$ cat config.mk
export PLATFORM = sky130hd
export DESIGN_NAME = memseq_top
export DESIGN_NICKNAME = d
export VERILOG_FILES = /design/src/rtl/memseq_pkg.sv /design/src/rtl/memseq_timer.sv /design/src/rtl/memseq_addr.sv /design/src/rtl/memseq_pins.sv /design/src/rtl/memseq_top.sv
export SDC_FILE = /design/constraint.sdc
export NUM_CORES = 1
export LEC_CHECK = 0
export ABC_AREA = 1
export BUFFER_PORTS_ARGS = -buffer_cell sky130_fd_sc_hd__buf_2
export CAP_MARGIN = 30
export CORE_MARGIN = 4
export CORE_UTILIZATION = 50
export CTS_BUF_LIST = sky130_fd_sc_hd__clkbuf_16
export DETAILED_ROUTE_END_ITERATION = 10
export PLACE_DENSITY = 0.84
export SYNTH_ARGS = -nofsm -noshare
export SYNTH_HDL_FRONTEND = slang
export SYNTH_SLANG_ARGS = --single-unit
$ cat constraint.sdc
create_clock -name clk -period 2.63 [get_ports clk]
set_input_delay 0.263 -clock clk [delete_from_list [all_inputs] [get_ports clk]]
set_output_delay 0.263 -clock clk [all_outputs]
set_load 0.005 [all_outputs]
$ cat src/rtl/memseq_pkg.sv
`timescale 1ns/1ps
// Package: shared state and request types for the memory cycle sequencer.
// Assumes a 24-bit byte address and a 10-bit multiplexed memory address.
package memseq_pkg;
    localparam int ADDR_W = 24;
    localparam int MA_W   = 10;
    localparam int BANKS  = 4;

    typedef enum logic [1:0] {
        ST_IDLE = 2'd0,
        ST_ROW  = 2'd1,
        ST_COL  = 2'd2,
        ST_REF  = 2'd3
    } seq_st_t;

    typedef struct packed {
        logic [ADDR_W-1:0] addr;
        logic [1:0]        be;
        logic              wr;
        logic              dma;
        logic              rom;
    } mem_req_t;
endpackage

$ cat src/rtl/memseq_timer.sv
`timescale 1ns/1ps
// Module: cycle timer. Sequences idle, row phase, column phase and refresh.
// Assumes req_valid is held until done. Refresh exists only in DRAM mode.
// A refresh wins over a request seen in the same idle clock.
module memseq_timer
    import memseq_pkg::*;
#(
    parameter int RAS_CLKS = 4,
    parameter int COL_DLY  = 1
) (
    input  logic    clk,
    input  logic    rst_n,
    input  logic    dram_mode,
    input  logic    req_valid,
    input  logic    ref_req,
    output seq_st_t st,
    output logic    load,
    output logic    done
);
    localparam int CNT_W = $clog2(RAS_CLKS + 1);
    localparam logic [CNT_W-1:0] ROW_END = CNT_W'(COL_DLY - 1);
    localparam logic [CNT_W-1:0] COL_END = CNT_W'(RAS_CLKS - COL_DLY - 1);
    localparam logic [CNT_W-1:0] REF_END = CNT_W'(RAS_CLKS - 1);

    logic [CNT_W-1:0] cnt;
    logic             ref_pend;
    logic             ref_need;
    logic             start_ref;
    seq_st_t          st_nx;
    logic             cnt_clr;

    assign ref_need = dram_mode & (ref_req | ref_pend);

    // Next-state and load decision for the sequencer.
    always_comb begin
        st_nx   = st;
        load    = 1'b0;
        cnt_clr = 1'b0;
        unique case (st)
            ST_IDLE: begin
                if (ref_need) begin
                    st_nx = ST_REF; cnt_clr = 1'b1;
                end else if (req_valid) begin
                    st_nx = ST_ROW; cnt_clr = 1'b1; load = 1'b1;
                end
            end
            ST_ROW: if (cnt == ROW_END) begin
                st_nx = ST_COL; cnt_clr = 1'b1;
            end
            ST_COL: if (cnt == COL_END) begin
                st_nx = ST_IDLE; cnt_clr = 1'b1;
            end
            ST_REF: if (cnt == REF_END) begin
                cnt_clr = 1'b1;
                if (ref_need)       st_nx = ST_REF;
                else if (req_valid) begin
                    st_nx = ST_ROW; load = 1'b1;
                end else            st_nx = ST_IDLE;
            end
            default: st_nx = ST_IDLE;
        endcase
    end

    assign start_ref = (st_nx == ST_REF) && (st != ST_REF || cnt == REF_END);
    assign done      = (st == ST_COL) && (cnt == COL_END);

    // State and phase counter registers.
    always_ff @(posedge clk) begin
        if (!rst_n) begin
            st  <= ST_IDLE;
            cnt <= '0;
        end else begin
            st  <= st_nx;
            cnt <= cnt_clr ? '0 : cnt + 1'b1;
        end
    end

    // Holds a refresh request that arrives while a cycle is running.
    always_ff @(posedge clk) begin
        if (!rst_n || !dram_mode) ref_pend <= 1'b0;
        else if (start_ref)       ref_pend <= 1'b0;
        else if (ref_req)         ref_pend <= 1'b1;
    end
endmodule

$ cat src/rtl/memseq_addr.sv
`timescale 1ns/1ps
// Module: address decode. Derives DRAM bank/row/column and pseudo-static
// address fields from the latched request. Purely combinational.
module memseq_addr
    import memseq_pkg::*;
(
    input  mem_req_t        q,
    input  logic            big_dev,
    output logic [1:0]      bank,
    output logic [MA_W-1:0] row,
    output logic [MA_W-1:0] col,
    output logic [MA_W-1:0] sr_ma,
    output logic [3:0]      sr_lo,
    output logic [3:0]      sr_ext,
    output logic            sr_base,
    output logic [1:0]      sr_sel
);
    // DRAM split by device size.
    always_comb begin
        if (big_dev) begin
            bank = q.addr[22:21];
            row  = q.addr[20:11];
            col  = q.addr[10:1];
        end else begin
            bank = q.addr[20:19];
            row  = {1'b0, q.addr[18:10]};
            col  = {1'b0, q.addr[9:1]};
        end
    end

    // Pseudo-static fields; code 1111 means no extended device.
    always_comb begin
        sr_ma   = q.addr[11:2];
        sr_lo   = q.addr[15:12];
        sr_base = (q.addr[23:20] == 4'd0);
        sr_ext  = sr_base ? 4'hF : q.addr[23:20] - 4'd1;
        sr_sel  = {q.addr[19], q.addr[1]};
    end
endmodule

$ cat src/rtl/memseq_pins.sv
`timescale 1ns/1ps
// Module: pin mux. Builds DRAM strobes or pseudo-static enables on the
// shared pins from sequencer state and decoded address. Combinational.
module memseq_pins
    import memseq_pkg::*;
(
    input  seq_st_t         st,
    input  mem_req_t        q,
    input  logic            dram_mode,
    input  logic [1:0]      bank,
    input  logic [MA_W-1:0] row,
    input  logic [MA_W-1:0] col,
    input  logic [MA_W-1:0] sr_ma,
    input  logic [3:0]      sr_lo,
    input  logic [3:0]      sr_ext,
    input  logic            sr_base,
    input  logic [1:0]      sr_sel,
    output logic [MA_W-1:0] ma,
    output logic [7:0]      ras_n,
    output logic [3:0]      cash_n,
    output logic [3:0]      casl_n,
    output logic            mdir,
    output logic            mref_n
);
    logic       busy;
    logic       strobe;
    logic       in_col;
    logic [7:0] d_ras;
    logic [3:0] d_cash, d_casl, s_cs;

    assign busy   = (st == ST_ROW) || (st == ST_COL);
    assign strobe = busy && !q.rom;
    assign in_col = (st == ST_COL) && !q.rom;

    // Per-bank DRAM RAS pairs and byte-lane CAS lines.
    for (genvar b = 0; b < BANKS; b++) begin : g_bank
        assign d_ras[2*b+1:2*b] = (st == ST_REF || (strobe && bank == b)) ? 2'b00 : 2'b11;
        assign d_cash[b] = !(in_col && bank == b && q.be[1]);
        assign d_casl[b] = !(in_col && bank == b && q.be[0]);
        assign s_cs[b]   = !(strobe && sr_base && sr_sel == b);
    end

    // Selects the pin function by memory mode.
    always_comb begin
        mdir = busy && (!q.wr || (q.rom && !q.dma));
        if (dram_mode) begin
            ma     = (st == ST_COL) ? col : row;
            ras_n  = d_ras;
            cash_n = d_cash;
            casl_n = d_casl;
            mref_n = (st != ST_REF);
        end else begin
            ma     = sr_ma;
            ras_n  = {sr_ext, sr_lo};
            cash_n = s_cs;
            casl_n = {!(strobe && !q.wr), !strobe,
                      !(strobe && q.wr && q.be[1]), !(strobe && q.wr && q.be[0])};
            mref_n = 1'b0;
        end
    end
endmodule

$ cat src/rtl/memseq_top.sv
`timescale 1ns/1ps
// Module: memory cycle sequencer top. Latches a request on acceptance and
// drives DRAM or pseudo-static RAM strobes. Assumes dram_mode and big_dev
// change only while idle, and that requests are held until done.
module memseq_top
    import memseq_pkg::*;
#(
    parameter int RAS_CLKS = 4,
    parameter int COL_DLY  = 1
) (
    input  logic        clk,
    input  logic        rst_n,
    input  logic        dram_mode,
    input  logic        big_dev,
    input  logic        req_valid,
    input  logic [23:0] req_addr,
    input  logic [1:0]  req_be,
    input  logic        req_wr,
    input  logic        req_dma,
    input  logic        req_rom,
    input  logic        ref_req,
    output logic [9:0]  ma,
    output logic [7:0]  ras_n,
    output logic [3:0]  cash_n,
    output logic [3:0]  casl_n,
    output logic        mdir,
    output logic        mref_n,
    output logic        done
);
    seq_st_t         st;
    logic            load;
    mem_req_t        q;
    logic [1:0]      bank, sr_sel;
    logic [MA_W-1:0] row, col, sr_ma;
    logic [3:0]      sr_lo, sr_ext;
    logic            sr_base;

    // Captures the request when the sequencer accepts it.
    always_ff @(posedge clk) begin
        if (!rst_n)    q <= '0;
        else if (load) q <= '{addr: req_addr, be: req_be, wr: req_wr,
                              dma: req_dma, rom: req_rom};
    end

    memseq_timer #(.RAS_CLKS(RAS_CLKS), .COL_DLY(COL_DLY)) u_timer (
        .clk(clk), .rst_n(rst_n), .dram_mode(dram_mode), .req_valid(req_valid),
        .ref_req(ref_req), .st(st), .load(load), .done(done)
    );

    memseq_addr u_addr (
        .q(q), .big_dev(big_dev), .bank(bank), .row(row), .col(col),
        .sr_ma(sr_ma), .sr_lo(sr_lo), .sr_ext(sr_ext), .sr_base(sr_base),
        .sr_sel(sr_sel)
    );

    memseq_pins u_pins (
        .st(st), .q(q), .dram_mode(dram_mode), .bank(bank), .row(row),
        .col(col), .sr_ma(sr_ma), .sr_lo(sr_lo), .sr_ext(sr_ext),
        .sr_base(sr_base), .sr_sel(sr_sel), .ma(ma), .ras_n(ras_n),
        .cash_n(cash_n), .casl_n(casl_n), .mdir(mdir), .mref_n(mref_n)
    );
endmodule

==> metrics.txt <==
CTS Buf Count 5; H-Tree Depth 2; initial DRC count between 200 and 250; Vias 2200; Synth top area share 33.0%; Rows 23; Wirelength per Cell around 13 um; fillers 375; Worst R2R Setup Slack 640 ps; Yosys Warn Count 0; layout cells sized above 1 22.3%; Max-slew headroom roughly two thirds; WP data required between 2000 and 2500 ps; DR pass1 iterations 6; gpl congestion approximately 0.87; Synth async-reset ratio 0%; drt total wl 5460 um; commonest cells after routing, fill and taps aside buf_2 (62), inv_1 (48), nand2_1 (42); pin count of the biggest net entering global routing 38; Main synth FF type dfxtp_1; HPWL Detailed 3800 um; CTS tree done; worst path arrival time 1960 ps; first-pass GRT wire length 8930 um; Setup Skew 4.25 ps; CP Launch Type flop; PortBufs 62; PwrDens 662 nW/um^2; Post-CTS Setup Bufs 0; Max Cap Viol 0; utilization after layout a little over 60%; EDFF count, synth 0; vias in the first global route 2063; Final Hold Viols 0; Critical Setup Path Class flop to output port; f_max 450 MHz; cell area after synthesis 2060 um^2; Worst VDD drop 388 uV; Worst setup EP type output port; crit-path max FO 5; # diodes 0; Starting Density between 50% and 60%; die width just over 70 um; Worst-Skew Late Latency 280 ps; Ports 64; final worst path period share a little over four fifths; Vias/cell 5.43; Clock transition at path regs 50 ps; top post-synthesis cells by area dfxtp_1 (33%), o21ai_0 (9.5%), inv_1 (8.7%), a21oi_1 (8.5%), nand2_1 (7.6%); total grt overflow 0; Leak between 1 and 1.5 nW; nets@finish 398; syn nets 344; DP Area 2340 um^2; Final Max Tran Viols 0; total negative slack 0 ps; most common cell after layout, fill and taps aside buf_2; CTS max path bufs 2; design area 2480 um^2; syn_area_per_cell 6.87 um^2; CTS hold repair buffers 0; Hold Path Class input pin to flop; RSZ-0062 raised after global routing false; Post-CTS Resized 0; CTS root buffer clkbuf_16; Routed Antenna Nets 0; Core Box Area 4000 um^2; status finished clean; unique cell type count in the Yosys netlist 28; sequential area share after synthesis 33.0%; worst slew pin tran 521 ps; layout overhead on the synthesized area 20.4%; initial antenna violation count 0; drt drc 0; largest area contributor in the synthesized netlist dfxtp_1; die height a little over 70 um; DIE AREA 5220 um^2; Clock Sinks 34; cells after synthesis 300; total track usage 21.5%; Seq cells post-synth 34; setup violators final 0; minimum clock period 2220 ps; total design power 1.64 mW
-- routing by layer --
layer	global-route usage, %	wire length, um	up-vias
met1	25.5	2360	981
met5	0	0	-
met4	10.9	127	0
met3	4.99	358	15
li1	-	-	1112
met2	36.2	2620	92
-- final timing paths --
check / cells after the start / end / from
max: 8 / cash_n[1] / u_timer.st[1]
min reg2reg: 1 / u_timer.cnt[0] / u_timer.cnt[0]
min: 3 / q[19] / req_addr[14]
max reg2reg: 7 / q[12] / u_timer.st[1]
-- logic make-up (layout without fill, tap and decap cells) --
kind of cell | count (synthesis) | after routing | share of synthesized area [%]
adder cells (fa/ha/maj) | 9 | 9 | 5.46
buffers and inverters | 65 | 120 | 14.4
flip-flops | 34 | 34 | 33.0
AND/OR/NAND/NOR | 79 | 79 | 16.1
AO/OA/AOI/OAI | 113 | 113 | 31.0
-- cells in the mapped netlist (all sizes together) (4+ instances only) --
library cell / instances
buf: 12
a21oi: 35
ha: 9
nand4: 4
o211ai: 18
nand2: 43
o21ai: 55
dfxtp: 34
inv: 49
nor2: 22
nand3: 8
clkbuf: 4
-- registers in the layout, summed over array words and instances, names as in the netlist --
register,cells
q,28
u_timer.cnt,3
u_timer.ref_pend,1
u_timer.st,2
-- cell type report --
class / count / area [um^2] / area share, %
clock buffer: 5 / 125 / 5.04
timing repair buffer: 63 / 330 / 13.3
tap: 50 / 62.6 / 2.52
clock inverter: 3 / 16.3 / 0.655
sequential: 34 / 681 / 27.4
multi-input combinational: 201 / 1080 / 43.7
inverter: 49 / 184 / 7.41
-- critical path: stages, from the launching register on --
cell     delay [ps]
dfxtp_1         380
inv_1           110
ha_1            320
nand2_1         150
nor2_1          260
nand4_1         160
o21ai_0         120
inv_1            50
buf_2           120
-- per-stage QoR --
stage / hold slack, ps / worst slack (ps) / cells
detailed placement: 448 / 660 / 397
CTS: 252 / 481 / 405
global placement: 431 / 731 / 397
global route: 285 / 205 / 405
finish: 251 / 406 / 405
floorplan: 417 / 1040 / 300
-- where the power goes --
| group | internal (mW) | switching [mW] | leakage, nW |
|---|---|---|---|
| Combinational | 0.179 | 0.287 | 0.716 |
| Clock | 0.345 | 0.214 | 0.0672 |
| Sequential | 0.581 | 0.0389 | 0.279 |
No activity file was read; power rests on OpenSTA's default activity.
